$ cat src/rtl/jtun_pkg.sv
package jtun_pkg;

    localparam int          MAX_TGTS  = 16;
    localparam logic [7:0]  CODE_BASE = 8'h55;
    localparam int          LEN_W     = 7;
    localparam int          HDR_BITS  = LEN_W + 1;
    localparam int          POS_W     = 9;
    localparam logic [POS_W-1:0] POS_MAX = '1;

    typedef logic [POS_W-1:0] pos_t;

    // decoder progress through one packet
    typedef struct packed {
        pos_t             pos;
        logic             ir_sel;
        logic [LEN_W-1:0] len;
    } hdr_t;

    function automatic logic [7:0] code_of(input int idx);
        return CODE_BASE + 8'(idx);
    endfunction

    // step index of the last payload bit (len + 8)
    function automatic pos_t last_pay(input hdr_t h);
        return pos_t'(h.len) + pos_t'(HDR_BITS);
    endfunction

    function automatic logic in_shift(input hdr_t h);
        return (h.pos >= pos_t'(HDR_BITS)) && (h.pos <= last_pay(h));
    endfunction

    function automatic logic in_capture(input hdr_t h);
        return (h.pos >= pos_t'(HDR_BITS + 1)) && (h.pos <= last_pay(h) + pos_t'(1));
    endfunction

    // TMS the target sees on the tick after the step at h.pos
    function automatic logic next_tms(input hdr_t h);
        if (h.pos == pos_t'(4))        return h.ir_sel;
        if (h.pos == pos_t'(5))        return 1'b1;
        if (in_shift(h))               return h.pos == last_pay(h);
        if (h.pos == last_pay(h) + pos_t'(1)) return 1'b1;
        return 1'b0;
    endfunction

endpackage

$ cat src/rtl/jtun_match.sv
module jtun_match #(
    parameter logic [7:0] CODE = 8'h55
) (
    input  logic [7:0] host_ir,
    output logic       hit
);
    assign hit = (host_ir == CODE);
endmodule

$ cat src/rtl/jtun_retline.sv
module jtun_retline #(
    parameter int DEPTH = 2
) (
    input  logic clk,
    input  logic clr,
    input  logic adv,
    input  logic din,
    output logic dout
);
    logic [DEPTH-1:0] line_q;

    generate
        if (DEPTH == 1) begin : g_single
            always_ff @(posedge clk) begin
                if (clr)      line_q <= '0;
                else if (adv) line_q <= din;
            end
        end else begin : g_chain
            always_ff @(posedge clk) begin
                if (clr)      line_q <= '0;
                else if (adv) line_q <= {line_q[DEPTH-2:0], din};
            end
        end
    endgenerate

    assign dout = line_q[DEPTH-1];
endmodule

$ cat src/rtl/jtun_ctrl.sv
module jtun_ctrl
    import jtun_pkg::*;
#(
    parameter logic [7:0] CODE      = CODE_BASE,
    parameter bit         RST_HIGH  = 1'b0,
    parameter int         RET_DELAY = 2
) (
    input  logic       tck,
    input  logic       rst,
    input  logic [7:0] host_ir,
    input  logic       host_shift_dr,
    input  logic       host_update_dr,
    input  logic       host_tlr,
    input  logic       host_tdi,
    input  logic       host_trst_n,
    input  logic       tgt_tdo,
    output logic       sel,
    output logic       ret_bit,
    output logic       tgt_tck,
    output logic       tgt_tms,
    output logic       tgt_tdi,
    output logic       tgt_rst
);
    hdr_t st;
    logic step, abort, clr;
    logic tms_q, tdi_q, en_q, cap_bit, line_out;

    jtun_match #(.CODE(CODE)) u_match (.host_ir(host_ir), .hit(sel));

    assign step  = host_shift_dr & sel;
    assign abort = host_update_dr | host_tlr;
    assign clr   = rst | abort;

    always_ff @(posedge tck) begin
        if (clr) begin
            st    <= '0;
            tms_q <= 1'b0;
            tdi_q <= 1'b0;
        end else if (step) begin
            if (st.pos == '0)
                st.ir_sel <= host_tdi;
            else if (st.pos < pos_t'(HDR_BITS))
                st.len[3'(st.pos - pos_t'(1))] <= host_tdi;
            tms_q <= next_tms(st);
            tdi_q <= in_shift(st) ? host_tdi : 1'b0;
            if (st.pos != POS_MAX)
                st.pos <= st.pos + pos_t'(1);
        end
    end

    // target clock enable, settled while tck is low
    always_ff @(negedge tck) begin
        en_q <= ~rst & step & ~abort;
    end

    assign cap_bit = in_capture(st) ? tgt_tdo : 1'b0;

    jtun_retline #(.DEPTH(RET_DELAY)) u_ret (
        .clk (tck),
        .clr (clr),
        .adv (step),
        .din (cap_bit),
        .dout(line_out)
    );

    assign ret_bit = sel & line_out;
    assign tgt_tck = tck & en_q;
    assign tgt_tms = sel & tms_q;
    assign tgt_tdi = sel & tdi_q;
    assign tgt_rst = RST_HIGH ? ~host_trst_n : host_trst_n;
endmodule

$ cat src/rtl/jtun_hub.sv
module jtun_hub
    import jtun_pkg::*;
#(
    parameter int          NUM_TARGETS   = 2,
    parameter int          RET_DELAY     = 2,
    parameter logic [15:0] RST_HIGH_MASK = 16'h0000
) (
    input  logic                   tck,
    input  logic                   rst,
    input  logic [7:0]             host_ir,
    input  logic                   host_shift_dr,
    input  logic                   host_update_dr,
    input  logic                   host_tlr,
    input  logic                   host_tdi,
    input  logic                   host_trst_n,
    output logic                   host_tdo,
    output logic [NUM_TARGETS-1:0] tgt_tck,
    output logic [NUM_TARGETS-1:0] tgt_tms,
    output logic [NUM_TARGETS-1:0] tgt_tdi,
    input  logic [NUM_TARGETS-1:0] tgt_tdo,
    output logic [NUM_TARGETS-1:0] tgt_rst
);
    logic [NUM_TARGETS-1:0] sel_v, ret_v;

    generate
        for (genvar i = 0; i < NUM_TARGETS; i++) begin : g_inst
            jtun_ctrl #(
                .CODE     (code_of(i)),
                .RST_HIGH (RST_HIGH_MASK[i]),
                .RET_DELAY(RET_DELAY)
            ) u_ctrl (
                .tck           (tck),
                .rst           (rst),
                .host_ir       (host_ir),
                .host_shift_dr (host_shift_dr),
                .host_update_dr(host_update_dr),
                .host_tlr      (host_tlr),
                .host_tdi      (host_tdi),
                .host_trst_n   (host_trst_n),
                .tgt_tdo       (tgt_tdo[i]),
                .sel           (sel_v[i]),
                .ret_bit       (ret_v[i]),
                .tgt_tck       (tgt_tck[i]),
                .tgt_tms       (tgt_tms[i]),
                .tgt_tdi       (tgt_tdi[i]),
                .tgt_rst       (tgt_rst[i])
            );
        end
    endgenerate

    // codes are distinct, so at most one term is live
    always_comb begin
        host_tdo = 1'b0;
        for (int i = 0; i < NUM_TARGETS; i++)
            host_tdo = host_tdo | (sel_v[i] & ret_v[i]);
    end
endmodule

$ cat config.mk
export PLATFORM = sky130hd
export DESIGN_NAME = jtun_hub
export DESIGN_NICKNAME = d
export VERILOG_FILES = /design/src/rtl/jtun_pkg.sv /design/src/rtl/jtun_match.sv /design/src/rtl/jtun_retline.sv /design/src/rtl/jtun_ctrl.sv /design/src/rtl/jtun_hub.sv
export SDC_FILE = /design/constraint.sdc
export NUM_CORES = 1
export LEC_CHECK = 0
export ABC_AREA = 1
export BUFFER_PORTS_ARGS = -buffer_cell sky130_fd_sc_hd__clkbuf_2
export CORE_ASPECT_RATIO = 1.5
export CORE_UTILIZATION = 45
export CTS_BUF_LIST = sky130_fd_sc_hd__clkbuf_4
export CTS_CLUSTER_SIZE = 16
export DETAILED_ROUTE_END_ITERATION = 12
export PLACE_DENSITY_LB_ADDON = 0.05
export SLEW_MARGIN = 10
export SYNTH_ARGS = -nofsm -noshare
export SYNTH_HDL_FRONTEND = slang
export SYNTH_SLANG_ARGS = --single-unit
export TNS_END_PERCENT = 50
$ cat constraint.sdc
create_clock -name tck -period 4.35 [get_ports tck]
set_clock_uncertainty 0.15 [all_clocks]
set_input_delay 0 -clock tck [delete_from_list [all_inputs] [get_ports tck]]
set_output_delay 0 -clock tck [all_outputs]
set_load 0.02 [all_outputs]
==> results, run 1 <==
- The startpoint identified for the worst register-to-register timing path is g_inst[1].u_ctrl.st[3].
- The buffer and inverter count on the worst path is 4.
- The run finished with clean final reports.
- Hold timing on the final database bottoms out at a slack of 0.0859 ns.
- The total power density per cell area is roughly 200 nW/um^2.
- The total negative slack for setup checks is 0 ns.
- The detailed-router iteration count before antenna repair is 6.
- The die is 75.1 um wide.
- The detailed router's first-iteration violation count is between 150 and 200.
- The highest metal layer used by the detailed router is met4.
- Yosys printed 0 warnings.
- For this run, asynchronously set or reset flops after synthesis account for 0.
- The die boundary height is between 100 and 150 um.
- The via count of the first global-routing pass was between 3000 and 4000.
- The type of the worst setup path is primary input to flop.
- The path with the worst hold slack has its endpoint at g_inst[0].u_ctrl.tdi_q.
- In this run the cell area measured after placement is 3740 um^2.
- Setup repair after global routing left no endpoint under its margin.
- The worst setup path is launched from a primary input.
- The data required time of the critical path is between 2 and 2.5 ns.
- After detailed routing, the total wire length is around 8900 um.
- Dividing the synthesized area by the synthesized cell count gives around 7.0 um^2.
- The clock-pin transition on the worst setup and hold timing paths is 0.14 ns.
- The flip-flop and latch count after synthesis is 44.
- After legalization and detailed placement, the total HPWL measured 6890 um.
- The critical path crosses 6 cells after its start point.
- Synthesis produced approximately 520 cells.
- The number of cell instances on the worst register-to-register path is 14.
- The number of nets in the finished design is 618.
- The via density per instance is approximately 5.3.
- STA puts the critical path data arrival time at around 1.7 ns.
- The capture point of the worst reg-to-reg path is g_inst[1].u_ctrl.u_ret.line_q[0].
- Overall power consumption after layout is estimated at between 0.0008 and 0.0009 W.
- Of the synthesized area, sequential elements account for 0.244.
- The number of hold violations in the final report is 0.
- The number of routed nets with antenna violations is 0.
- Detailed routing inserted a total of roughly 3500 vias.
- The worst-case register-to-register setup slack is approximately 1.0 ns.
- The die covers between 8000 and 9000 um^2.
- The number of enable flip-flop cells after synthesis is 0.
- The number of buffers inserted to repair setup after CTS is 0.
- The final estimated routing congestion in global placement is between 0.8 and 0.9.
- The area of the placeable core is slightly below 8000 um^2.
- Setup violations remaining at the end of the flow were counted as 0.
- The average detailed-routed wire length per instance is between 10 and 15 um.
- The number of pins with negative max-slew slack in the final report is 0.
- The cell with the largest stage delay on the worst path is sky130_fd_sc_hd__dlygate4sd3_1.
- The number of buffers added on ports is 22.
- In the final layout, the share of cells above drive strength 1 is 0.124.
- The number of antenna diodes in the final layout is 0.
- The detailed-routing wirelength on met1 is around 3400 um.
- The number of primary I/O pins is 26.
- Along the worst path, the maximum fanout reaches 27.
- The distinct cell type count of the synthesized netlist is 40.
- For this run, the leading register cell type out of synthesis is sky130_fd_sc_hd__dfxtp_1.
- The global-route wire length before repair is approximately 15000 um.
- Relative to the synthesized area, the layout overhead comes to 11.6%.
- The clock reaches the later pin of the worst-skew pair after between 0.4 and 0.5 ns.
- After global routing the overflow that remains totals 0.
- In this run the most critical hold path is launched from host_ir[4].
- Counting tap cells, the placed design contains a total of ~630 instances.
- For this run, the total global-route usage over all layers was measured as 0.233.
- Entering global routing, the biggest net connects 28 pins.
- The number of antenna violations at the first check in global routing is 0.
- Grouping stages by cell kind, the critical path spends the most delay in buffers and inverters.
- The area of all placed cells without fillers is 4030 um^2.
- The max capacitance violation total is 0.
- TritonCTS built the clock tree.
- Counting instances, the worst hold path has a depth of 6.
- For the pin with the worst max-slew slack, the measured transition is 0.538 ns.
- The effective utilization at floorplan is 0.468.
- Measured against its own limit, the worst slew margin works out to 0.641.
- The finished layout holds 657 standard cells, fillers aside.
- In this design, the stage delay of the slowest critical-path cell is 0.58 ns.
- The netlist area before placement is 3610 um^2.
- The placement row count is 39.
- Across the VDD grid, the largest voltage drop is roughly 0.19 mV.
- STA classifies the critical path endpoint as a flop.
- The critical path goes through dlygate4sd3_1 > clkbuf_2 > nor3_2 > dlygate4sd3_1 > inv_2 > nor2_1.
- Post-CTS repair changed the size of 0 cells.
- The path type of the worst min-delay path is primary input to flop.
- The most numerous cell type found on the critical path is sky130_fd_sc_hd__dlygate4sd3_1.
- The detailed route wirelength on metal2 is about 5000 um.
- In the detailed route, the total length drawn on met3 is ~270 um.
- The number of remaining DRC errors is 0.
- The total leakage power is approximately 1.7 nW.
[flip-flops by register name (all words and copies together) (netlist names)]
signal	cells
g_inst.u_ctrl.en_q	2
g_inst.u_ctrl.st	34
g_inst.u_ctrl.tdi_q	2
g_inst.u_ctrl.tms_q	2
g_inst.u_ctrl.u_ret.line_q	4
[cell usage in the layout, fill, tap and decap left out, types with 2 or more instances in the layout]
master | Yosys | final
sky130_fd_sc_hd__dfxtp_1 | 44 | 44
sky130_fd_sc_hd__o31a_1 | 2 | 2
sky130_fd_sc_hd__or2_1 | 2 | 2
sky130_fd_sc_hd__nand2_1 | 102 | 102
sky130_fd_sc_hd__xnor2_1 | 10 | 10
sky130_fd_sc_hd__a31oi_1 | 3 | 3
sky130_fd_sc_hd__nor3_1 | 17 | 17
sky130_fd_sc_hd__nor2_1 | 39 | 39
sky130_fd_sc_hd__inv_1 | 55 | 56
sky130_fd_sc_hd__inv_2 | 11 | 11
sky130_fd_sc_hd__conb_1 | 1 | 2
sky130_fd_sc_hd__clkbuf_2 | 0 | 22
sky130_fd_sc_hd__nand4_1 | 14 | 14
sky130_fd_sc_hd__nor3_2 | 5 | 5
sky130_fd_sc_hd__a21oi_1 | 52 | 52
sky130_fd_sc_hd__o21ai_0 | 21 | 21
sky130_fd_sc_hd__nand3_4 | 2 | 2
sky130_fd_sc_hd__nor3b_1 | 3 | 3
sky130_fd_sc_hd__clkbuf_4 | 0 | 10
sky130_fd_sc_hd__ha_1 | 48 | 48
sky130_fd_sc_hd__nand4_2 | 2 | 2
sky130_fd_sc_hd__xor2_1 | 6 | 6
sky130_fd_sc_hd__nor2_2 | 6 | 6
sky130_fd_sc_hd__dlygate4sd3_1 | 0 | 15
sky130_fd_sc_hd__clkinv_1 | 2 | 2
sky130_fd_sc_hd__nand3_1 | 37 | 37
sky130_fd_sc_hd__o21ai_1 | 6 | 6
sky130_fd_sc_hd__or2_2 | 2 | 2
[tightest hold or removal path, cell delays in order]
cell and delay [ns]:
sky130_fd_sc_hd__clkbuf_2 0.07, sky130_fd_sc_hd__nand3_1 0.07, sky130_fd_sc_hd__inv_2 0.12, sky130_fd_sc_hd__nand3_4 0.10, sky130_fd_sc_hd__clkinv_2 0.19, sky130_fd_sc_hd__a21oi_1 0.11
[routing by layer]
| layer | track usage | vias up |
|---|---|---|
| met5 | 0 | - |
| met4 | 0.114 | 0 |
| met3 | 0.0552 | 33 |
| met2 | 0.448 | 71 |
| met1 | 0.214 | 1556 |
| li1 | - | 1792 |
[cell families (layout without fill, tap and decap cells)]
kind of cell,Yosys count,count (layout),share of synthesized area
XOR/XNOR,16,16,0.0388
AO/OA/AOI/OAI,88,88,0.128
flip-flops,44,44,0.244
AND/OR/NAND/NOR,236,236,0.318
other,1,2,0.00104
adder cells (fa/ha/maj),48,48,0.166
buffers and inverters,86,121,0.104
[where the power goes]
part	internal (W)	leakage [nW]	total [W]	switching [W]
clock network	0.000203	0.118	0.000371	0.000168
registers	0.000403	0.354	0.000403	0.0000000490
logic	0.0000136	1.22	0.0000336	0.0000200
total	0.000620	1.69	0.000808	0.000188
[Yosys cell counts (2+ instances only)]
master	instances	area share
sky130_fd_sc_hd__nor3_2	5	0.014
sky130_fd_sc_hd__nor3_1	17	0.024
sky130_fd_sc_hd__o21ai_0	21	0.029
sky130_fd_sc_hd__dfxtp_1	44	0.24
sky130_fd_sc_hd__buf_6	2	0.0062
sky130_fd_sc_hd__a21oi_1	52	0.072
sky130_fd_sc_hd__inv_2	11	0.011
sky130_fd_sc_hd__nor3b_1	3	0.0062
sky130_fd_sc_hd__or2_2	2	0.0035
sky130_fd_sc_hd__o31a_1	2	0.0049
sky130_fd_sc_hd__clkinv_1	2	0.0021
sky130_fd_sc_hd__buf_2	2	0.0028
sky130_fd_sc_hd__nand4_2	2	0.0069
sky130_fd_sc_hd__nor2_2	6	0.010
sky130_fd_sc_hd__buf_4	9	0.019
sky130_fd_sc_hd__ha_1	48	0.17
sky130_fd_sc_hd__or2_1	2	0.0035
sky130_fd_sc_hd__o21ai_1	6	0.0083
sky130_fd_sc_hd__xor2_1	6	0.015
sky130_fd_sc_hd__inv_1	55	0.057
sky130_fd_sc_hd__nand2_1	102	0.11
sky130_fd_sc_hd__nand4_1	14	0.024
sky130_fd_sc_hd__a31oi_1	3	0.0052
sky130_fd_sc_hd__nand3_1	37	0.051
sky130_fd_sc_hd__clkbuf_1	3	0.0031
sky130_fd_sc_hd__nor2_1	39	0.041
sky130_fd_sc_hd__xnor2_1	10	0.024
sky130_fd_sc_hd__nand3_4	2	0.0097
[per-stage QoR]
step | utilization | setup slack (ns)
after floorplan | - | 1.19
after global placement | 0.485 | 1.25
after detailed placement | 0.485 | 1.22
after CTS | 0.522 | 0.679
after global routing | 0.522 | 0.575
final | 0.522 | 0.679
[area by class of cell]
class	instances	area, um^2
Clock inverter	7	71.3
Fill cell	840	3680
Tap cell	102	128
Sequential cell	44	881
Clock buffer	12	85.1
Inverter	66	249
Timing Repair Buffer	36	258
Multi-Input combinational cell	390	2360
[how the worst max path moves through the flow]
stage	from	to
global placement	host_ir[3]	g_inst[0].u_ctrl.en_q
finish	host_update_dr	g_inst[1].u_ctrl.en_q
global route	host_update_dr	g_inst[1].u_ctrl.en_q
detailed placement	host_ir[3]	g_inst[0].u_ctrl.en_q
CTS	host_update_dr	g_inst[1].u_ctrl.en_q
floorplan	rst	g_inst[0].u_ctrl.en_q
[timing repair]
item,4_1_cts,5_1_grt
endpoints found under the setup margin,0,0
hold buffers,15,0
hold endpoints to repair,43,0
No activity file was read; power rests on OpenSTA's default activity.
==> run 2: changes to the inputs <==
- ABC_AREA: 1 -> 0
- clock period: 4.35 -> 3.5 ns (I/O delays scaled with it)
==> results, run 2 <==
- For this run, the leading register cell type out of synthesis is sky130_fd_sc_hd__dfxtp_1.
- The mux contribution to synthesized area is 0.0532.
- The sequential cell area is approximately 880 um^2.
- In this run the post-CTS setup repair buffer count came out at 0.
- The initialized floorplan defines 38 standard-cell rows.
- At the worst endpoint, the required time is 2.08 ns.
- The global-route total usage across every layer is 0.242.
- The via count of the first global-routing pass came to ~3000.
- Data arrives at the worst endpoint at approximately 1.9 ns.
- Relative to the synthesized area, the layout overhead comes to 14.3%.
- The number of hold violations in the final report is 0.
- A synthesized cell averages ~8.2 um^2.
- Of the total synthesized cell area, the portion taken by XOR and XNOR cells is 0.0750.
- The minimum clock period after layout is between 3 and 4 ns.
- The non-filler instance count after layout is 550.
- The worst register-to-register path has a depth of 10.
- Of all nets on the critical path, the largest fanout is 11.
- The synthesized netlist occupies a cell area of between 3000 and 4000 um^2.
- The post-route fraction of the period consumed by the critical path is 0.943.
- The path type of the worst min-delay path is primary input to flop.
- STA classifies the critical path endpoint as a flop.
- The commonest cells after synthesis are sky130_fd_sc_hd__ha_1, sky130_fd_sc_hd__nor2_1, sky130_fd_sc_hd__dfxtp_1, sky130_fd_sc_hd__nand3_1, sky130_fd_sc_hd__xnor2_1.
- The largest registers in the layout are g_inst.u_ctrl.st (34), g_inst.u_ctrl.u_ret.line_q (4).
- The global-route wire length before repair is 14400 um.
- The total leakage power is about 1.4 nW.
- The number of buffers added on ports is 22.
- The flip-flop count of the largest register, all copies and words added is 34.
- The area taken by multi-input logic gates is 2300 um^2.
- Along the worst hold path, the cell count comes to 5.
- The final estimated routing congestion in global placement is 0.794.
- In this run the vertical extent of the chip is about 110 um.
- The effective utilization at floorplan is 0.465.
- The placed cell count is 516.
- The type of the worst setup path is primary input to flop.
- After clock tree synthesis, the clock-pin slew on the worst setup and hold paths is approximately 0.12 ns.
- Setup repair after global routing left no endpoint under its margin.
- Global routing finished with a remaining overflow of 0.
- In this run the count of I/O pins placed on the die edge is 26.
- The top-area cell type share of the netlist area is 0.260.
- By instance count, the leading cell after synthesis is sky130_fd_sc_hd__ha_1.
- The wire length reported by the detailed router is ~8700 um.
- The number of antenna violations at the first check in global routing is 0.
- The run finished with clean final reports.
- After synthesis, the largest family of logic cells by area is simple AND/OR/NAND/NOR gates.
- The origin of the worst min-delay path is host_ir[0].
- The endpoint identified for the worst register-to-register timing path is g_inst[0].u_ctrl.u_ret.line_q[0].
- The number of pins with negative max-slew slack in the final report came to 0.
- In the layout the commonest cells are sky130_fd_sc_hd__ha_1, sky130_fd_sc_hd__nor2_1, sky130_fd_sc_hd__dfxtp_1.
- The number of resized instances in the post-cts repair step is 0.
- The later-pin clock latency in the skew report is 0.49 ns.
- The clock tree from TritonCTS is yes.
- The maximum number of pins on one net before global-route repair is 25.
- Headroom to the max-slew limit came out at 0.621.
- The maximum clock frequency is approximately 0.30 GHz.
- The number of remaining DRC errors is 0.
- The cell type with the largest total area after synthesis is sky130_fd_sc_hd__dfxtp_1.
- Setup violations remaining at the end of the flow were counted as 0.
- The number of routed nets with antenna violations is 0.
- The average detailed-routed wire length per instance is around 16 um.
- The area of the placeable core is just over 7000 um^2.
- In this run, post-CTS hold repair placed 20 buffers.
- After synthesis, the cell types taking the most area are sky130_fd_sc_hd__dfxtp_1, sky130_fd_sc_hd__ha_1, sky130_fd_sc_hd__xnor2_1, sky130_fd_sc_hd__mux2i_1, sky130_fd_sc_hd__nor2_1.
- After routing, the total negative slack on setup checks comes to 0 ns.
- The path with the worst hold slack has its endpoint at g_inst[0].u_ctrl.tdi_q.
- The floorplan die width is between 70 and 80 um.
- The launch point of the worst reg-to-reg path is g_inst[0].u_ctrl.st[3].
- The slew at the pin closest to its max-slew limit is 0.567 ns.
- The launching element type of the critical path is a primary input.
- Leaving out fill and tap cells, the most frequent cell in the layout is sky130_fd_sc_hd__ha_1.
- The number of fill cells is 739.
- Across the run, the number of max-cap violations was 0.
- In the synthesized netlist the async set-or-reset flop fraction comes to 0.
- The number of nets in the finished design is between 500 and 600.
- The distinct cell type count of the synthesized netlist is 46.
- The compound-gate portion of the synthesized area is 0.104.
- Across all hold checks on the routed design, the worst slack comes to 0.0223 ns.
- VDD sags by at most approximately 0.18 mV.
- The arithmetic-cell share of the synthesized area counting full adders, half adders and majority gates is 0.177.
- The final antenna diode count is 0.
- The fraction of layout instances using a drive strength above 1 is 0.0956.
- The via density per instance is around 5.6.
- The portion of the post-synthesis area used by sequential elements is 0.260.
- The total power density per cell area is between 200 and 300 nW/um^2.
- Counting every instance in the synthesized netlist gives about 410.
- After the first detailed-routing iteration, the DRC count stood at approximately 130.
- The number of enable flip-flop cells after synthesis is 0.
- The die footprint is about 7900 um^2.
- The routed layout has 3075 vias.
- For this run, the detailed router's first-pass iteration total came to 4.
- The flip-flop and latch count after synthesis is 44.
- Setup slack on the worst reg-to-reg path comes out at ~0.22 ns.
- The post-detailed-placement half-perimeter wirelength is ~6600 um.
- Of the total synthesized cell area, the portion taken by AND, OR, NAND and NOR gates is 0.269.
- The number of synthesis warnings is 0.
- g_inst.u_ctrl.st holds more flip-flops than any other register.
==> run 2: worst max-delay path by stage <==
stage,slack (ns),cells past startpoint,startpoint,end
floorplan,0.70,4,rst,g_inst[1].u_ctrl.en_q
global placement,0.54,10,g_inst[0].u_ctrl.st[3],g_inst[0].u_ctrl.tms_q
detailed placement,0.56,10,g_inst[0].u_ctrl.st[3],g_inst[0].u_ctrl.tms_q
CTS,0.20,10,g_inst[0].u_ctrl.st[3],g_inst[0].u_ctrl.u_ret.line_q[0]
global route,0.04,10,g_inst[0].u_ctrl.st[3],g_inst[0].u_ctrl.u_ret.line_q[0]
finish,0.20,7,host_ir[7],g_inst[0].u_ctrl.en_q
==> run 2: per-stage QoR <==
stage                     cell area [um^2]  setup slack (ns)  total power, W   util
after global placement                3540             0.544        0.000546  0.486
after detailed placement              3540             0.563        0.000547  0.486
after global routing                  3870            0.0446         0.00103  0.532
final                                 3870             0.198        0.000989  0.532
after CTS                             3870             0.197         0.00100  0.532
after floorplan                       3390             0.702        0.000535      -
==> run 2: cells by family after synthesis <==
family	Yosys count
buf+inv	44
other cells	1
compound gates	52
fa+ha+maj	48
simple gates	175
flops	44
mux	18
xor+xnor	29
==> run 2: per-layer routing <==
metal,part of all wire,GRT usage,up-vias,wire length [um]
li1,-,-,1549,-
met1,0.39,0.234,1475,3340
met2,0.57,0.477,33,4900
met3,0.014,0.0429,18,119
met4,0.034,0.116,0,290
met5,0,0,-,0
==> run 2: layout make-up <==
type | count | share of cell area
clock buffers | 12 | 0.0220
well taps | 100 | 0.0323
inverters | 19 | 0.0184
multi-input cells | 324 | 0.595
flip-flops and latches | 44 | 0.228
clock inverters | 5 | 0.0152
repair buffers | 46 | 0.0893
==> run 2: power breakdown <==
| part | internal [W] | switching (W) | leakage (nW) |
|---|---|---|---|
| logic | 0.0000193 | 0.0000229 | 0.949 |
| registers | 0.000501 | 0.0000000243 | 0.354 |
| clock network | 0.000249 | 0.000198 | 0.100 |
| total | 0.000769 | 0.000221 | 1.40 |
==> run 2: critical path, stage by stage <==
cell	delay (ns)
sky130_fd_sc_hd__dlygate4sd3_1	0.55
sky130_fd_sc_hd__clkbuf_2	0.11
sky130_fd_sc_hd__nor2b_1	0.25
sky130_fd_sc_hd__dlygate4sd3_1	0.60
sky130_fd_sc_hd__nand4_1	0.10
sky130_fd_sc_hd__buf_4	0.20
sky130_fd_sc_hd__nor2_1	0.08
==> run 3: changes to the inputs <==
- PLACE_DENSITY_LB_ADDON: 0.05 -> default
==> results, run 3 (synthesis gave the netlist of run 2 again) <==
- The run finished with clean final reports.
- The number of nets in the finished design is about 510.
- The global-route wire length before repair is roughly 14000 um.
- The overall power of the completed layout is 0.000895 W.
- STA classifies the critical path startpoint as a primary input.
- The final antenna diode count is 0.
- The total leakage power is 1.37 nW.
- The wire length reported by the detailed router is 8650 um.
- The number of buffers inserted to repair setup after CTS is 0.
- The setup path with the least slack is of type primary input to flop.
- Entering global routing, the biggest net connects 24 pins.
- The number of hold violations in the final report was 0.
- The library cell used most frequently in the layout, excluding fill and tap cells, is sky130_fd_sc_hd__ha_1.
- The largest registers in the layout are g_inst.u_ctrl.st (34), g_inst.u_ctrl.u_ret.line_q (4).
- The worst setup path endpoint is g_inst[0].u_ctrl.en_q.
- After clock tree synthesis, the clock-pin slew on the worst setup and hold paths is roughly 0.15 ns.
- The via total after detailed routing is around 3000.
- The number of remaining DRC errors is 0.
- The number of setup violations in the final report is 0.
- The capture point of the worst reg-to-reg path is g_inst[1].u_ctrl.u_ret.line_q[0].
- The worst slew margin relative to its limit is 0.614.
- In the final layout, the share of cells above drive strength 1 is 0.100.
- The number of cells on the worst reg-to-reg path is 10.
- The number of pins with negative max-slew slack in the final report is 0.
- The largest vdd supply drop is 0.156 mV.
- The maximum fanout count along the critical path is 11.
- Input and output buffers added on the ports amount to 22.
- The number of routed nets with antenna violations is 0.
- The min-delay analysis places its worst path in the category primary input to flop.
- The data arrival time of the critical path is approximately 1.9 ns.
- Leaving out fill and tap cells, the most frequent cells in the layout are sky130_fd_sc_hd__ha_1, sky130_fd_sc_hd__nor2_1, sky130_fd_sc_hd__dfxtp_1.
- The number of primary I/O pins is 26.
- Summing all multi-input logic gate instances after layout gives between 2000 and 2500 um^2.
- The post-detailed-placement half-perimeter wirelength is about 6600 um.
- The tool flagged a number of max-cap violations equal to 0.
- The detailed router's first-iteration violation count is 122.
- The endpoint class of the critical path is a flop.
- The worst setup path startpoint is host_ir[7].
- The floorplan die width is approximately 73 um.
- The area of the placeable core is about 7300 um^2.
- The data required time of the critical path is between 2 and 2.5 ns.
- The number of fill cells is between 700 and 800.
- The number of antenna violations at the first check in global routing is 0.
- After detailed routing, the number of vias per cell comes to around 5.6.
- The detailed-router iteration count before antenna repair is 4.
- The register with the most flip-flops in the layout has 34 of them.
- The slew at the pin closest to its max-slew limit is 0.578 ns.
- The clock tree from TritonCTS is yes.
- The placement row count is 38.
- The effective utilization at floorplan is 0.465.
- The worst-case register-to-register setup slack is roughly 0.34 ns.
- g_inst.u_ctrl.st holds more flip-flops than any other register.
- The die covers approximately 7900 um^2.
- The final estimated routing congestion in global placement is a little under 0.9.
- After routing, the total negative slack on setup checks comes to 0 ns.
- In this run the critical register-to-register path is launched from g_inst[1].u_ctrl.st[3].
- The die boundary height is around 110 um.
- The global-route total usage across every layer is 0.240.
- The later pin in the worst-skew pair is clocked with a latency of approximately 0.47 ns.
- Dividing total power by cell area gives a power density of ~230 nW/um^2.
- The via count of the first global-routing pass is around 3100.
- For this run the aggregate overflow at the end of global routing stands at 0.
- The area growth from synthesis to layout is 13.3%.
- Setup repair after global routing left no endpoint under its margin.
- The sequential cell area is just under 900 um^2.
- The average detailed-routed wire length per instance is roughly 16 um.
==> run 3: area by class of cell <==
cell class,count,area share
Multi-Input combinational cell,324,0.601
Sequential cell,44,0.230
Timing Repair Buffer,45,0.0875
Tap cell,100,0.0326
Clock buffer,12,0.0222
Inverter,19,0.0186
Clock inverter,5,0.00849
==> run 3: report_power, final <==
part	leakage, nW	internal, W	switching (W)
Combinational	0.938	0.0000185	0.0000230
Clock	0.0808	0.000148	0.000204
Sequential	0.355	0.000501	0.0000000215
Total	1.37	0.000667	0.000227
==> run 3: layer usage <==
| metal | part of all wire | global-route usage | vias up |
|---|---|---|---|
| met3 | 0.016 | 0.0363 | 29 |
| met5 | 0 | 0 | - |
| li1 | - | - | 1552 |
| met4 | 0.048 | 0.136 | 0 |
| met2 | 0.56 | 0.468 | 49 |
| met1 | 0.38 | 0.231 | 1454 |
==> run 3: worst max-delay path: stages <==
cell and delay [ns]:
sky130_fd_sc_hd__dlygate4sd3_1 0.54, sky130_fd_sc_hd__clkbuf_2 0.10, sky130_fd_sc_hd__nor2b_1 0.27, sky130_fd_sc_hd__nand4_1 0.13
sky130_fd_sc_hd__dlygate4sd3_1 0.57, sky130_fd_sc_hd__buf_4 0.18, sky130_fd_sc_hd__nor2_1 0.09
==> run 3: through the flow <==
stage / cell area (um^2) / hold WS, ns / setup WS, ns / utilization / std cells
after floorplan: 3390 / -0.0374 / 0.702 / - / 412
after global routing: 3830 / 0.0417 / 0.101 / 0.527 / 549
after detailed placement: 3540 / -0.150 / 0.646 / 0.486 / 516
final: 3830 / 0.00683 / 0.167 / 0.527 / 549
after global placement: 3540 / -0.150 / 0.669 / 0.486 / 516
after CTS: 3830 / 0.000543 / 0.203 / 0.527 / 549
==> run 3: worst min path at each step <==
stage / depth (start not counted) / slack [ns] / startpoint / to
final: 3 / 0.007 / rst / g_inst[0].u_ctrl.u_ret.line_q[1]
after global placement: 0 / -0.15 / host_trst_n / tgt_rst[0]
after floorplan: 1 / -0.04 / host_trst_n / tgt_rst[0]
after detailed placement: 0 / -0.15 / host_trst_n / tgt_rst[0]
after global routing: 3 / 0.04 / rst / g_inst[0].u_ctrl.u_ret.line_q[1]
after CTS: 3 / 0.0005 / rst / g_inst[1].u_ctrl.st[1]
==> run 3: timing repair <==
item,CTS,global route
hold buffers,19,0
setup endpoints to repair,0,1
resized for setup,0,1
hold endpoints to repair,25,0
